### src/rtl/i2c_ckgen_pkg.sv
// Package: shared encodings for the I2C clock enable generator.
// Assumes: rate field is 2 bits wide; reserved code falls back to the slowest tap.
package i2c_ckgen_pkg;

    typedef enum logic [1:0] {
        RATE_DIV16 = 2'b00,
        RATE_DIV4  = 2'b01,
        RATE_SYS   = 2'b10,
        RATE_RSVD  = 2'b11
    } rate_e;

endpackage

### src/rtl/ckgen_rst_ctl.sv
// Module: ckgen_rst_ctl
// Combines the two role-enable bits and registers the result as the
// controller's internal run flag (inverse of the block reset).
// Assumes: enable bits are already synchronous to clk.
module ckgen_rst_ctl (
    input  logic clk,
    input  logic rst_n,
    input  logic mst_en,
    input  logic slv_en,
    output logic cfg_en,
    output logic blk_run
);

    // Either role enable keeps the block alive.
    always_comb begin
        cfg_en = mst_en | slv_en;
    end

    // Synchronous release and re-assertion of the block reset.
    always_ff @(posedge clk) begin
        if (!rst_n) begin
            blk_run <= 1'b0;
        end else begin
            blk_run <= cfg_en;
        end
    end

endmodule

### src/rtl/ckgen_divider.sv
// Module: ckgen_divider
// Synchronous counter standing in for the divider chain. The active tap is
// latched from the rate field while idle and at every wrap, so a new rate
// never truncates the interval in progress. tick is high on count zero.
// Assumes: LO_TAP < DIV_STAGES; run is the registered block-run flag.
module ckgen_divider
    import i2c_ckgen_pkg::*;
#(
    parameter int DIV_STAGES = 4,
    parameter int LO_TAP     = 2
) (
    input  logic       clk,
    input  logic       rst_n,
    input  logic       run,
    input  logic [1:0] rate_sel,
    output logic       tick
);

    localparam int CW = DIV_STAGES;
    localparam int SW = $clog2(DIV_STAGES + 1);
    localparam logic [SW-1:0] SH_HI = SW'(DIV_STAGES);
    localparam logic [SW-1:0] SH_LO = SW'(LO_TAP);

    logic [CW-1:0] cnt;
    logic [CW-1:0] last;
    logic [SW-1:0] act_shift;
    logic [SW-1:0] req_shift;
    logic          wrap;

    // Decode the requested rate into a tap position (log2 of the period).
    always_comb begin
        case (rate_e'(rate_sel))
            RATE_DIV4: req_shift = SH_LO;
            RATE_SYS:  req_shift = '0;
            default:   req_shift = SH_HI;
        endcase
    end

    // Terminal count of the active tap: low act_shift bits set.
    always_comb begin
        last = '0;
        for (int i = 0; i < CW; i++) begin
            if (i < int'(act_shift)) begin
                last[i] = 1'b1;
            end
        end
    end

    // Wrap and tick detection.
    always_comb begin
        wrap = (cnt == last);
        tick = run && (cnt == '0);
    end

    // Counter and tap latch; both held at rest while the block is off.
    always_ff @(posedge clk) begin
        if (!rst_n || !run) begin
            cnt       <= '0;
            act_shift <= req_shift;
        end else if (wrap) begin
            cnt       <= '0;
            act_shift <= req_shift;
        end else begin
            cnt       <= cnt + 1'b1;
        end
    end

endmodule

### src/rtl/ckgen_resync.sv
// Module: ckgen_resync
// Retimes the divider tick through one system-clock register to form the
// glitch-free clock enable; the gate drops it on the edge that disables.
// Assumes: tick and gate are synchronous to clk.
module ckgen_resync (
    input  logic clk,
    input  logic rst_n,
    input  logic tick,
    input  logic gate,
    output logic clk_en
);

    // Output register: one pulse per tick while the enable bits hold.
    always_ff @(posedge clk) begin
        if (!rst_n) begin
            clk_en <= 1'b0;
        end else begin
            clk_en <= tick & gate;
        end
    end

endmodule

### src/rtl/i2c_clk_enable_gen.sv
// Module: i2c_clk_enable_gen
// Top of the I2C clock enable generator: block reset control, divider with
// rate latch, and output retiming register.
// Assumes: single clock domain; configuration inputs synchronous to clk.
module i2c_clk_enable_gen #(
    parameter int DIV_STAGES = 4,
    parameter int LO_TAP     = 2
) (
    input  logic       clk,
    input  logic       rst_n,
    input  logic       mst_en,
    input  logic       slv_en,
    input  logic [1:0] rate_sel,
    output logic       blk_rst_n,
    output logic       clk_en
);

    logic cfg_en;
    logic blk_run;
    logic tick;

    ckgen_rst_ctl u_rst (
        .clk     (clk),
        .rst_n   (rst_n),
        .mst_en  (mst_en),
        .slv_en  (slv_en),
        .cfg_en  (cfg_en),
        .blk_run (blk_run)
    );

    ckgen_divider #(
        .DIV_STAGES (DIV_STAGES),
        .LO_TAP     (LO_TAP)
    ) u_div (
        .clk      (clk),
        .rst_n    (rst_n),
        .run      (blk_run),
        .rate_sel (rate_sel),
        .tick     (tick)
    );

    ckgen_resync u_sync (
        .clk    (clk),
        .rst_n  (rst_n),
        .tick   (tick),
        .gate   (cfg_en),
        .clk_en (clk_en)
    );

    // Block reset is the inverse sense of the run flag.
    always_comb begin
        blk_rst_n = blk_run;
    end

endmodule

### config.mk
export PLATFORM = sky130hd
export DESIGN_NAME = i2c_clk_enable_gen
export DESIGN_NICKNAME = d
export VERILOG_FILES = /design/src/rtl/i2c_ckgen_pkg.sv /design/src/rtl/ckgen_rst_ctl.sv /design/src/rtl/ckgen_divider.sv /design/src/rtl/ckgen_resync.sv /design/src/rtl/i2c_clk_enable_gen.sv
export SDC_FILE = /design/constraint.sdc
export NUM_CORES = 1
export LEC_CHECK = 0
export BUFFER_PORTS_ARGS = -buffer_cell sky130_fd_sc_hd__buf_4
export CAP_MARGIN = 20
export CORE_AREA = 5 5 42 44
export CTS_CLUSTER_DIAMETER = 100
export CTS_CLUSTER_SIZE = 24
export DETAILED_ROUTE_END_ITERATION = 10
export DIE_AREA = 0 0 47 49
export HOLD_SLACK_MARGIN = 0.06
export PLACE_DENSITY_LB_ADDON = 0.12
export SYNTH_ARGS = -nofsm -noshare
export SYNTH_HDL_FRONTEND = slang
export SYNTH_SLANG_ARGS = --single-unit
### constraint.sdc
create_clock -name clk -period 2.4 [get_ports clk]
set_clock_uncertainty 0.1 [all_clocks]
set_input_delay 0.72 -clock clk [delete_from_list [all_inputs] [get_ports clk]]
set_output_delay 0.72 -clock clk [all_outputs]
set_load 0.01 [all_outputs]
# Yosys cells after proc, flatten, opt, wreduce, memory -nomap -nowiden
# Index checks and enable logic that the tools add are counted.
[classes]
add_sub_neg = 1
n_mul = 0
div_mod_pow = 0
magnitude_cmp = 4
n_eq_ne = 3
shift = 0
muxes = 7
bitwise = 2
reduce_logical = 7
[op_table]
columns = ["cell", "count"]
rows = [
  ["1-bit by 3-bit less-than comparator with 1-bit output, first input constant", 2],
  ["2-bit by 3-bit less-than comparator with 1-bit output, first input constant", 2],
  ["3-bit 2-to-1 mux", 2],
  ["3-bit case mux with 2 select lines", 1],
  ["4-bit by 1-bit adder with 4-bit output, second input constant", 1],
  ["4-bit == test", 1],
  ["4-bit logical NOT", 1],
  ["1-bit 2-to-1 mux", 4],
  ["2-bit by 1-bit == test with 1-bit output, second input constant", 1],
  ["2-bit == test, second input constant", 1],
  ["1-bit logical NOT", 2],
  ["2-bit nonzero test", 1],
  ["2-bit OR reduction", 1],
  ["1-bit bitwise AND", 1],
  ["1-bit logical AND", 1],
  ["1-bit logical OR", 1],
  ["1-bit bitwise OR", 1],
]
[totals]
register_bits = 9
latchBits = 0
mem_bits_rw = 0
rom_bits = 0
in_bits = 6
out_inout_bits = 2
elab_cells = 28
mem_count = 0

# Depth between registers and ports, before layout
# Gate-level depths: netlist (run 1).
[logic_depth]
ltp_word = 5
depth_mapped = 4
mapped_depth_nobuf = 4

# Hierarchy
# From an unflattened synthesis (run 1), not the netlist that was laid out.
[hier_totals]
hier_cells = 33
area_unflattened_um2 = 351.6
[modules_own_cells]
columns = ["module", "n_inst", "cells_per_inst", "area_each_um2", "seq_area_each_um2"]
rows = [
  ["ckgen_divider", 1, 28, 291.5, 140.1],
  ["ckgen_rst_ctl", 1, 3, 33.8, 20.0],
  ["ckgen_resync", 1, 2, 26.3, 20.0],
]

# Worst setup path before layout (run 1)
# No wires, ideal clock.
[synth_path]
path_type = "input to register"
from = "input port rst_n"
to = "register u_div.act_shift[1], enable pin"
setup_time_ns = 0.261
arrival_time_ns = 1.186
t_required_ns = 2.039
setup_slack_ns = 0.853
path_stages = 2
path_buffers = 0
path_cell_list = "nand2_1 or3_1"
[synth_between]
elab_chain_len = 3
[synth_rtl]
columns = ["item", "line", "text"]
rows = [
  ["start, declared", "i2c_clk_enable_gen.sv:10", "input logic rst_n,"],
  ["1-bit logical NOT", "ckgen_divider.sv:57", "if (!rst_n || !run) begin"],
  ["1-bit logical OR", "ckgen_divider.sv:57", ""],
  ["2-bit nonzero test (no source line)", "-", ""],
  ["end signal, assigned", "ckgen_divider.sv:59", "act_shift <= req_shift;"],
  ["end signal, assigned", "ckgen_divider.sv:62", "act_shift <= req_shift;"],
  ["end, declared", "ckgen_divider.sv:26", "logic [SW-1:0] act_shift;"],
]
# No other way between the ends.
# A chain may end at the register's enable or synchronous reset.

# Worst setup path after layout (run 1)
[layout_path]
from = "register u_rst.blk_run"
to = "output port blk_rst_n"
[layout_rtl]
columns = ["item", "line", "text"]
rows = [
  ["start, declared", "ckgen_rst_ctl.sv:11", "output logic blk_run"],
  ["start signal, assigned", "ckgen_rst_ctl.sv:24", "blk_run <= cfg_en;"],
  ["end, declared", "i2c_clk_enable_gen.sv:14", "output logic blk_rst_n,"],
]
# No word-level cell between the ends.

==> metrics.md, run 1 <==
| Metric | Value |
|---|---|
| Count of cell types in the netlist | `17` |
| I/O pin cnt | `8` |
| Die area | `2300 um2` |
| Combinational share of power | `0.098` |
| Total GRT Usage | `0.0670` |
| Layout cells sized above 1 | `0.250` |
| FF+latch area | `180 um2` |
| Grt ovf | `0` |
| Via count | `261` |
| Syn_area_per_cell | `10.5 um2` |
| Die height | `49 um` |
| Sequential element share of the synthesized area | `0.522` |
| Worst path buffer plus inverter count | `1` |
| DR DRC count | `0` |
| Placed inst area | `418 um2` |
| Worst-path clk slew | `50 ps` |
| #FFs+latches synth | `8` |
| Global-route wire length before repair | `1.07 mm` |
| Final wirelength | `577 um` |
| Top_reg_cell synth | `dfxtp_1` |
| Post-synth top cells | `6 x dfxtp_1, 3 x ha_1, 3 x inv_1, 3 x nor2_1` |
| Endpoints failing setup | `0` |
| Hold Path Class | `reg2reg` |
| Post-Synthesis Cells | `33` |
| Placed Cells incl. Taps | `56` |
| # Post-CTS Setup Buffers | `0` |
| PwrDens | `652 nW/um2` |
| Die X | `47 um` |
| Fin cells | `60` |
| GPL Wtd Cong | `0.693` |
| RSZ-0062 raised after global routing | `no` |
| Detailed Route Iter0 Violations | `2` |
| Diode count | `0` |
| Root Driver | `clkbuf_4` |
| Async set-reset flop share out of synthesis | `0` |
| DRT antenna net count | `0` |
| Clk Latency, worst-skew pair | `250 ps` |
| Pins over their slew limit | `0` |
| CTS Hold Bufs | `0` |
| Final Instance Area | `444 um2` |
| Post-CTS sizing | `0` |
| CP Cell Sequence | `buf_4` |
| CP max stage delay | `320 ps` |
| Initial Util | `0.246` |
| Maximum VDD drop | `0.000220 V` |
| Worst relative slew slack | `0.846` |
| Via density | `4.35` |
| TNS Setup | `0 ps` |
| Critical path class | `reg2out` |
| Measured slew at the worst slew-check pin | `228 ps` |
| Nets | `54` |
| Ys Warns | `0` |
| Final Core Density | `0.317` |
| Clock share of power | `0.381` |
| Crit-path leading delay family | `flip-flops` |
| Most frequent cell after synthesis | `dfxtp_1` |
| Crit-path slowest cell | `dfxtp_1` |
| Max Clk Rate | `662 MHz` |
| # fillers | `156` |
| Status | `finished, final reports clean` |
| Worst Path Arrival | `690 ps` |
| Min Tclk post-route | `1510 ps` |
| Synth Cell Area | `345 um2` |
| Post-synth EDFFs | `2` |
| Largest area contributor in the netlist | `dfxtp_1` |
| Sequential share of power | `0.520` |
| Hold Vio Cnt, Final | `0` |
| Synthesized Nets | `42` |
| P_leak | `0.177 nW` |
| Max Root-Sink Buffers | `2` |
| Vias in the first global route | `278` |
| Max cap viols | `0` |
| Area grow syn2layout | `28.6%` |
| Crit. End Element | `output port` |
| Yosys top cell area share | `0.348` |
| Worst Path Max Fanout | `2` |
| First drt pass iteration count | `3` |
| Initial antenna violation count | `0` |
| Startpoint class of the critical path | `flop` |
| Switching Share | `0.221` |
| Largest net degree at the start of global routing | `7` |
| CTS sink count | `8` |
| HPWL Detailed | `465 um` |
| IO buf count | `7` |
| Avg WL per Cell | `9.62 um` |
| Switching power | `63.9 uW` |
| CP required | `1580 ps` |
| P_int | `226 uW` |
| Cell Rows | `14` |
| H-tree depth | `1` |
| Synth top area cells | `dfxtp_1 35%, edfxtp_1 17%, ha_1 11%` |
| Core ar. | `1400 um2` |
| Final period utilization | `0.630` |
| Total CTS buffers | `3` |
| Area of the multi-input gates | `154 um2` |
| CTS tree | `yes` |
==> final cells by class <==
cell class	instances	share of cell area
tap	16	0.0451
clock buffer	4	0.0592
timing repair buffer	7	0.118
inverter	3	0.0254
multi-input combinational	22	0.346
sequential	8	0.406
==> metal layers <==
layer	part of all wire	global-route usage	vias up	wire length (um)
met5	0	0	-	0
met4	0.0069	0.0553	0	4
met3	0.054	0.0332	2	31
met2	0.49	0.0928	4	284
met1	0.45	0.0730	114	257
li1	-	-	141	-
==> sequential cells by signal, indices dropped and copies added, names as in the netlist <==
register	count
u_rst.blk_run	1
u_sync.clk_en	1
u_div.act_shift	2
u_div.cnt	4
==> placed cells by master, fill, tap and decap left out <==
cell	n
buf_4	7
dfxtp_1	6
inv_1	3
nor2_1	3
ha_1	3
clkbuf_4	3
nand3_1	2
or3_1	2
nand2_1	2
nor4_1	2
edfxtp_1	2
nor3_1	1
a21boi_2	1
xnor2_1	1
xor2_1	1
o21ai_0	1
nor4b_1	1
a211oi_1	1
o21a_1	1
clkbuf_1	1
==> cells by family (layout without fill, tap and decap cells) <==
group,Yosys count,count (layout),synth area share
xor gates and xnor gates,2,2,0.0507
DFF,8,8,0.522
and+or+nand+nor,13,13,0.196
buffers and inverters,3,14,0.0326
adders and majority gates,3,3,0.109
AOI/OAI and AO/OA,4,4,0.0906
==> worst paths after layout <==
path / startpoint / endpoint / slack (ps) / cells after the start
max reg2reg: u_div.cnt[0]$_SDFF_PP0_ / u_div.act_shift[1]$_DFFE_PP_ / 900 / 3
max: u_rst.blk_run$_SDFF_PN0_ / blk_rst_n / 890 / 1
min: u_div.cnt[3]$_SDFF_PP0_ / u_sync.clk_en$_SDFF_PN0_ / 400 / 1
min reg2reg: u_div.cnt[3]$_SDFF_PP0_ / u_sync.clk_en$_SDFF_PN0_ / 400 / 1
==> metrics by stage <==
stage / setup WS (ps) / hold WS [ps] / power (mW)
4_1_cts: 875 / 399 / 0.296
6_report: 889 / 399 / 0.290
3_5_place_dp: 696 / 392 / 0.183
3_3_place_gp: 707 / 404 / 0.182
5_1_grt: 824 / 416 / 0.310
2_1_floorplan: 853 / 364 / 0.168
==> power groups by stage <==
stage	clock network, mW	registers [mW]	logic, mW
2_1_floorplan	0	0.154	0.0147
4_1_cts	0.116	0.151	0.0291
3_5_place_dp	0	0.154	0.0290
5_1_grt	0.125	0.152	0.0322
6_report	0.110	0.151	0.0284
3_3_place_gp	0	0.154	0.0287
Power figures use the tool's default switching activity.
==> run 2: changes to the inputs <==
--- a/config.mk
+++ b/config.mk
@@ -5,6 +5,7 @@
 export SDC_FILE = /design/constraint.sdc
 export NUM_CORES = 1
 export LEC_CHECK = 0
+export ABC_AREA = 1
 export BUFFER_PORTS_ARGS = -buffer_cell sky130_fd_sc_hd__buf_4
 export CAP_MARGIN = 20
 export CORE_AREA = 5 5 42 44
==> constraint.sdc (replaced) <==
create_clock -name clk -period 1.3 [get_ports clk]
set_clock_uncertainty 0.1 [all_clocks]
set_input_delay 0.39 -clock clk [delete_from_list [all_inputs] [get_ports clk]]
set_output_delay 0.39 -clock clk [all_outputs]
set_load 0.01 [all_outputs]
==> metrics.md, run 2 <==
| Metric | Value |
|---|---|
| IO buf count | `7` |
| Die X | `47 um` |
| First drt pass iteration count | `1` |
| Hold Vio Cnt, Final | `0` |
| Layout cells sized above 1 | `0.241` |
| CTS tree | `yes` |
| Synth Cell Area | `364 um2` |
| CP max stage delay | `330 ps` |
| Synth top area cells | `dfxtp_1 33%, edfxtp_1 16%, ha_1 10%` |
| Die area | `2300 um2` |
| CP Cell Sequence | `buf_4` |
| I/O pin cnt | `8` |
| Worst path buffer plus inverter count | `1` |
| Total CTS buffers | `3` |
| Via density | `4.01` |
| Hold Path Class | `in2reg` |
| Syn_area_per_cell | `8.09 um2` |
| Worst Reg2Reg Path Length in Cells | `8` |
| Largest Register | `u_div.cnt` |
| Critical path class | `reg2out` |
| Worst relative slew slack | `0.876` |
| Placed inst area | `452 um2` |
| CTS Hold Bufs | `0` |
| Max Root-Sink Buffers | `2` |
| Measured slew at the worst slew-check pin | `186 ps` |
| Count of cell types in the netlist | `12` |
| Vias in the first global route | `301` |
| Final Instance Area | `478 um2` |
| Global-route wire length before repair | `1.14 mm` |
| GPL Wtd Cong | `0.712` |
| Via count | `297` |
| Worst Path Arrival | `710 ps` |
| Total GRT Usage | `0.0720` |
| Max cap viols | `0` |
| Stages on worst setup path | `1` |
| DRT antenna net count | `0` |
| Nets | `68` |
| Avg WL per Cell | `8.69 um` |
| Die height | `49 um` |
| Diode count | `0` |
| Post-CTS sizing | `0` |
| Post-Synthesis Cells | `45` |
| Root Driver | `clkbuf_4` |
| Crit-path slowest cell | `dfxtp_1` |
| FF-to-FF End | `u_div.cnt[0]$_SDFF_PP0_` |
| Pins over their slew limit | `0` |
| Async set-reset flop share out of synthesis | `0` |
| CTS sink count | `8` |
| Setup crit end | `blk_rst_n` |
| Initial Util | `0.260` |
| TNS Setup | `0 ps` |
| CP required | `810 ps` |
| R2R setup slack | `140 ps` |
| HPWL Detailed | `514 um` |
| Final Core Density | `0.341` |
| P_leak | `0.247 nW` |
| Top flop regs | `u_div.cnt: 4 flops, u_div.act_shift: 2 flops` |
| Yosys top cell area share | `0.330` |
| Final wirelength | `643 um` |
| Min Tclk post-route | `1200 ps` |
| Ys Warns | `0` |
| Initial antenna violation count | `0` |
| Crit-path leading delay family | `flip-flops` |
| Status | `finished, final reports clean` |
| Startpoint class of the critical path | `flop` |
| Max Clk Rate | `833 MHz` |
| DR DRC count | `0` |
| Clk Latency, worst-skew pair | `260 ps` |
| Max FFs per register | `4` |
| Maximum VDD drop | `0.000427 V` |
| RSZ-0062 raised after global routing | `no` |
| Worst Path Max Fanout | `2` |
| Largest area contributor in the netlist | `dfxtp_1` |
| Critical path launch point | `u_rst.blk_run$_SDFF_PN0_` |
| Worst-path clk slew | `60 ps` |
| Cell Rows | `14` |
| PwrDens | `1160 nW/um2` |
| Most frequent cell after synthesis | `nand2_1` |
| Post-synth EDFFs | `2` |
| Grt ovf | `0` |
| Area grow syn2layout | `31.3%` |
| Final period utilization | `0.924` |
| Endpoints failing setup | `0` |
| Synthesized Nets | `54` |
| Most common cell after layout, fill and taps aside | `nand2_1` |
| H-tree depth | `1` |
| Hold wc startpoint | `mst_en` |
| Post-synth top cells | `10 x nand2_1, 9 x inv_1, 8 x nor2_1, 6 x dfxtp_1, 3 x ha_1` |
| Largest net degree at the start of global routing | `6` |
| # Post-CTS Setup Buffers | `0` |
| Commonest cells after routing, fill and taps aside | `10 x nand2_1, 9 x inv_1, 9 x buf_4, 8 x nor2_1, 6 x dfxtp_1` |
| Crit. End Element | `output port` |
| #FFs+latches synth | `8` |
| Core ar. | `1400 um2` |
| Reg2reg start | `u_div.act_shift[2]$_DFFE_PP_` |
| Detailed Route Iter0 Violations | `0` |
| Top_reg_cell synth | `dfxtp_1` |
| Sequential element share of the synthesized area | `0.495` |
## run 2: logic make-up (layout without fill, tap and decap cells)
logic type / count (synthesis) / count (layout) / share of synthesized area
xor+xnor: 2 / 2 / 0.0481
flops: 8 / 8 / 0.495
fa+ha+maj: 3 / 3 / 0.103
simple gates: 23 / 23 / 0.261
buf+inv: 9 / 22 / 0.0928
## run 2: worst min-delay path by stage
stage | slack [ps] | end | depth (start not counted)
2_1_floorplan | 350 | u_div.cnt[0]$_SDFF_PP0_ | 1
3_3_place_gp | 360 | u_div.cnt[0]$_SDFF_PP0_ | 1
5_1_grt | 260 | u_rst.blk_run$_SDFF_PN0_ | 3
3_5_place_dp | 360 | u_div.cnt[0]$_SDFF_PP0_ | 1
6_report | 250 | u_rst.blk_run$_SDFF_PN0_ | 3
4_1_cts | 250 | u_rst.blk_run$_SDFF_PN0_ | 3
## run 2: power by group
group / switching [mW] / internal (mW) / leakage, nW
Clock: 0.0932 / 0.118 / 0.0150
Sequential: 0.00824 / 0.270 / 0.0704
Combinational: 0.0300 / 0.0332 / 0.161
## run 2: area by class of cell
cell class | instances | area (um2)
fill | 159 | 923
clock buffer | 4 | 26.3
multi-input combinational | 28 | 150
inverter | 9 | 33.8
sequential | 8 | 180
tap | 16 | 20.0
timing repair buffer | 9 | 67.6
## run 2: worst reg2reg max path, cell delays in order, from the launching register on
cell      delay, ps
edfxtp_1        400
inv_1            90
nand2_1          50
nand2_1          50
nand2_1          40
nand2_1          60
nand2_2          80
buf_4           150
nor2_1           70
## run 2: metrics by stage
stage / total power [mW] / cells / hold WS [ps] / worst slack (ps)
final: 0.552 / 74 / 252 / 99.3
after global routing: 0.588 / 74 / 258 / 6.19
after CTS: 0.563 / 74 / 250 / 92.8
after detailed placement: 0.348 / 70 / 360 / 148
after global placement: 0.349 / 70 / 355 / 148
after floorplan: 0.316 / 45 / 353 / 173
## run 2: metal layers
metal	up-vias	track usage	wire, um
met5	-	0	0
met4	0	0.0276	9
met3	2	0.0554	65
met2	8	0.111	296
li1	160	-	-
met1	127	0.0708	272
==> run 3: changes to the inputs <==
--- a/config.mk
+++ b/config.mk
@@ -5,16 +5,16 @@
 export SDC_FILE = /design/constraint.sdc
 export NUM_CORES = 1
 export LEC_CHECK = 0
-export ABC_AREA = 1
 export BUFFER_PORTS_ARGS = -buffer_cell sky130_fd_sc_hd__buf_4
 export CAP_MARGIN = 20
 export CORE_AREA = 5 5 42 44
 export CTS_CLUSTER_DIAMETER = 100
-export CTS_CLUSTER_SIZE = 24
+export CTS_CLUSTER_SIZE = 20
 export DETAILED_ROUTE_END_ITERATION = 10
 export DIE_AREA = 0 0 47 49
 export HOLD_SLACK_MARGIN = 0.06
 export PLACE_DENSITY_LB_ADDON = 0.12
+export SLEW_MARGIN = 30
 export SYNTH_ARGS = -nofsm -noshare
 export SYNTH_HDL_FRONTEND = slang
 export SYNTH_SLANG_ARGS = --single-unit
==> metrics.md, run 3 (synthesis results as in run 1) <==
| Metric | Value |
|---|---|
| Die height | `49 um` |
| Crit. End Element | `flop` |
| Final worst slack | `-88.9 ps` |
| Worst Path Arrival | `1280 ps` |
| R2R setup slack | `-90 ps` |
| Setup WS pre-CTS | `-93.2 ps` |
| Core ar. | `1400 um2` |
| # fillers | `143` |
| Worst-path clk slew | `60 ps` |
| Area grow syn2layout | `71.4%` |
| PwrDens | `982 nW/um2` |
| HPWL Detailed | `591 um` |
| FF+latch area | `183 um2` |
| CP required | `1190 ps` |
| Endpoints failing setup | `2` |
| Critical path launch point | `u_div.act_shift[1]$_DFFE_PP_` |
| Total GRT Usage | `0.0904` |
| Avg WL per Cell | `12.0 um` |
| Cell Rows | `14` |
| Most common cell after layout, fill and taps aside | `buf_4` |
| Detailed Route Iter0 Violations | `2` |
| Min Tclk post-route | `1390 ps` |
| Measured slew at the worst slew-check pin | `199 ps` |
| CTS sink count | `8` |
| CTS tree | `yes` |
| Initial antenna violation count | `0` |
| Max Root-Sink Buffers | `2` |
| Die area | `2300 um2` |
| Total CTS buffers | `3` |
| Clk Latency, worst-skew pair | `260 ps` |
| Worst Path Max Fanout | `2` |
| Via count | `311` |
| Pins over their slew limit | `0` |
| Critical path class | `reg2reg` |
| Reg2reg start | `u_div.act_shift[1]$_DFFE_PP_` |
| Fin cells | `70` |
| RSZ-0062 raised after global routing | `yes` |
| I/O pin cnt | `8` |
| Hold Vio Cnt, Final | `0` |
| Final hold slack | `237 ps` |
| Top flop regs | `u_div.cnt: 4 flops, u_div.act_shift: 2 flops` |
| First drt pass iteration count | `4` |
| Die X | `47 um` |
| Vias in the first global route | `351` |
| H-tree depth | `1` |
| Final period utilization | `1.07` |
| Failing checks | `negative setup slack` |
| Area of the multi-input gates | `216 um2` |
| Diode count | `0` |
| Largest Register | `u_div.cnt` |
| Placed Cells incl. Taps | `64` |
| Via density | `4.44` |
| Hold Path Class | `in2reg` |
| IO buf count | `7` |
| Startpoint class of the critical path | `flop` |
| Initial Util | `0.246` |
| Nets | `64` |
| Hold wc startpoint | `mst_en` |
| Final wirelength | `837 um` |
| TNS Setup | `-178 ps` |
| GPL Wtd Cong | `0.667` |
| Max cap viols | `0` |
| DRT antenna net count | `0` |
| P_leak | `0.235 nW` |
| Grt ovf | `0` |
| Layout cells sized above 1 | `0.537` |
| Worst relative slew slack | `0.866` |
| Max Clk Rate | `720 MHz` |
| DR DRC count | `0` |
| Status | `finished with violations` |
| Maximum VDD drop | `0.000357 V` |
| Commonest cells after routing, fill and taps aside | `15 x buf_4, 4 x dfxtp_1, 3 x inv_1, 3 x nor2_1, 3 x clkbuf_4` |
| Largest net degree at the start of global routing | `7` |
| Global-route wire length before repair | `1.48 mm` |
| Max FFs per register | `4` |
| Root Driver | `clkbuf_4` |
==> run 3: cell count changes in the layout (fill, tap and decap cells not counted), moves of 2 or more <==
cell / before / now
nor2_1: 8 / 3
buf_4: 9 / 15
dfxtp_2: 0 / 2
nand2_1: 10 / 2
inv_1: 9 / 3
dfxtp_1: 6 / 4
buf_6: 0 / 2
==> run 3: cell type report <==
class | instances | area share
clock buffer | 4 | 0.0444
inverter | 3 | 0.0190
multi-input combinational | 22 | 0.366
sequential | 8 | 0.309
tap | 16 | 0.0338
timing repair buffer | 17 | 0.228
==> run 3: through the flow <==
| step | utilization | instance area, um2 | total power [mW] |
|---|---|---|---|
| 2_1_floorplan | - | 347 | 0.311 |
| 3_3_place_gp | 0.342 | 479 | 0.349 |
| 3_5_place_dp | 0.342 | 479 | 0.352 |
| 4_1_cts | 0.401 | 562 | 0.586 |
| 5_1_grt | 0.422 | 592 | 0.610 |
| 6_report | 0.422 | 592 | 0.581 |
==> run 3: power by group <==
group | leakage [nW] | switching (mW) | internal, mW
clock network | 0.0150 | 0.0954 | 0.118
registers | 0.0715 | 0.00888 | 0.270
logic | 0.149 | 0.0360 | 0.0529
total | 0.235 | 0.140 | 0.441
==> run 3: repair_timing <==
action,in CTS,in global routing
hold endpoints to repair,0,0
hold buffers,0,0
setup buffers,2,0
resized for setup,8,4
cloned,0,0
pin swaps,4,4
endpoints found under the setup margin,4,4
==> run 3: critical path, cell delays in order (launching register included) <==
cell and delay [ps]:
edfxtp_1 390, or3_1 330, a21boi_2 150, or3_4 140
==> run 3: worst paths after layout <==
kind,endpoint,depth (start not counted)
setup / recovery,u_div.act_shift[2]$_DFFE_PP_,3
hold / removal,u_rst.blk_run$_SDFF_PN0_,2
setup reg to reg,u_div.act_shift[2]$_DFFE_PP_,3
hold reg to reg,u_div.cnt[0]$_SDFF_PP0_,2
==> run 3: metal layers <==
metal,vias to the layer above,part of all wire,GRT usage
li1,157,-,-
met1,144,0.41,0.111
met2,8,0.52,0.136
met3,2,0.051,0.0332
met4,0,0.016,0.0415
met5,-,0,0
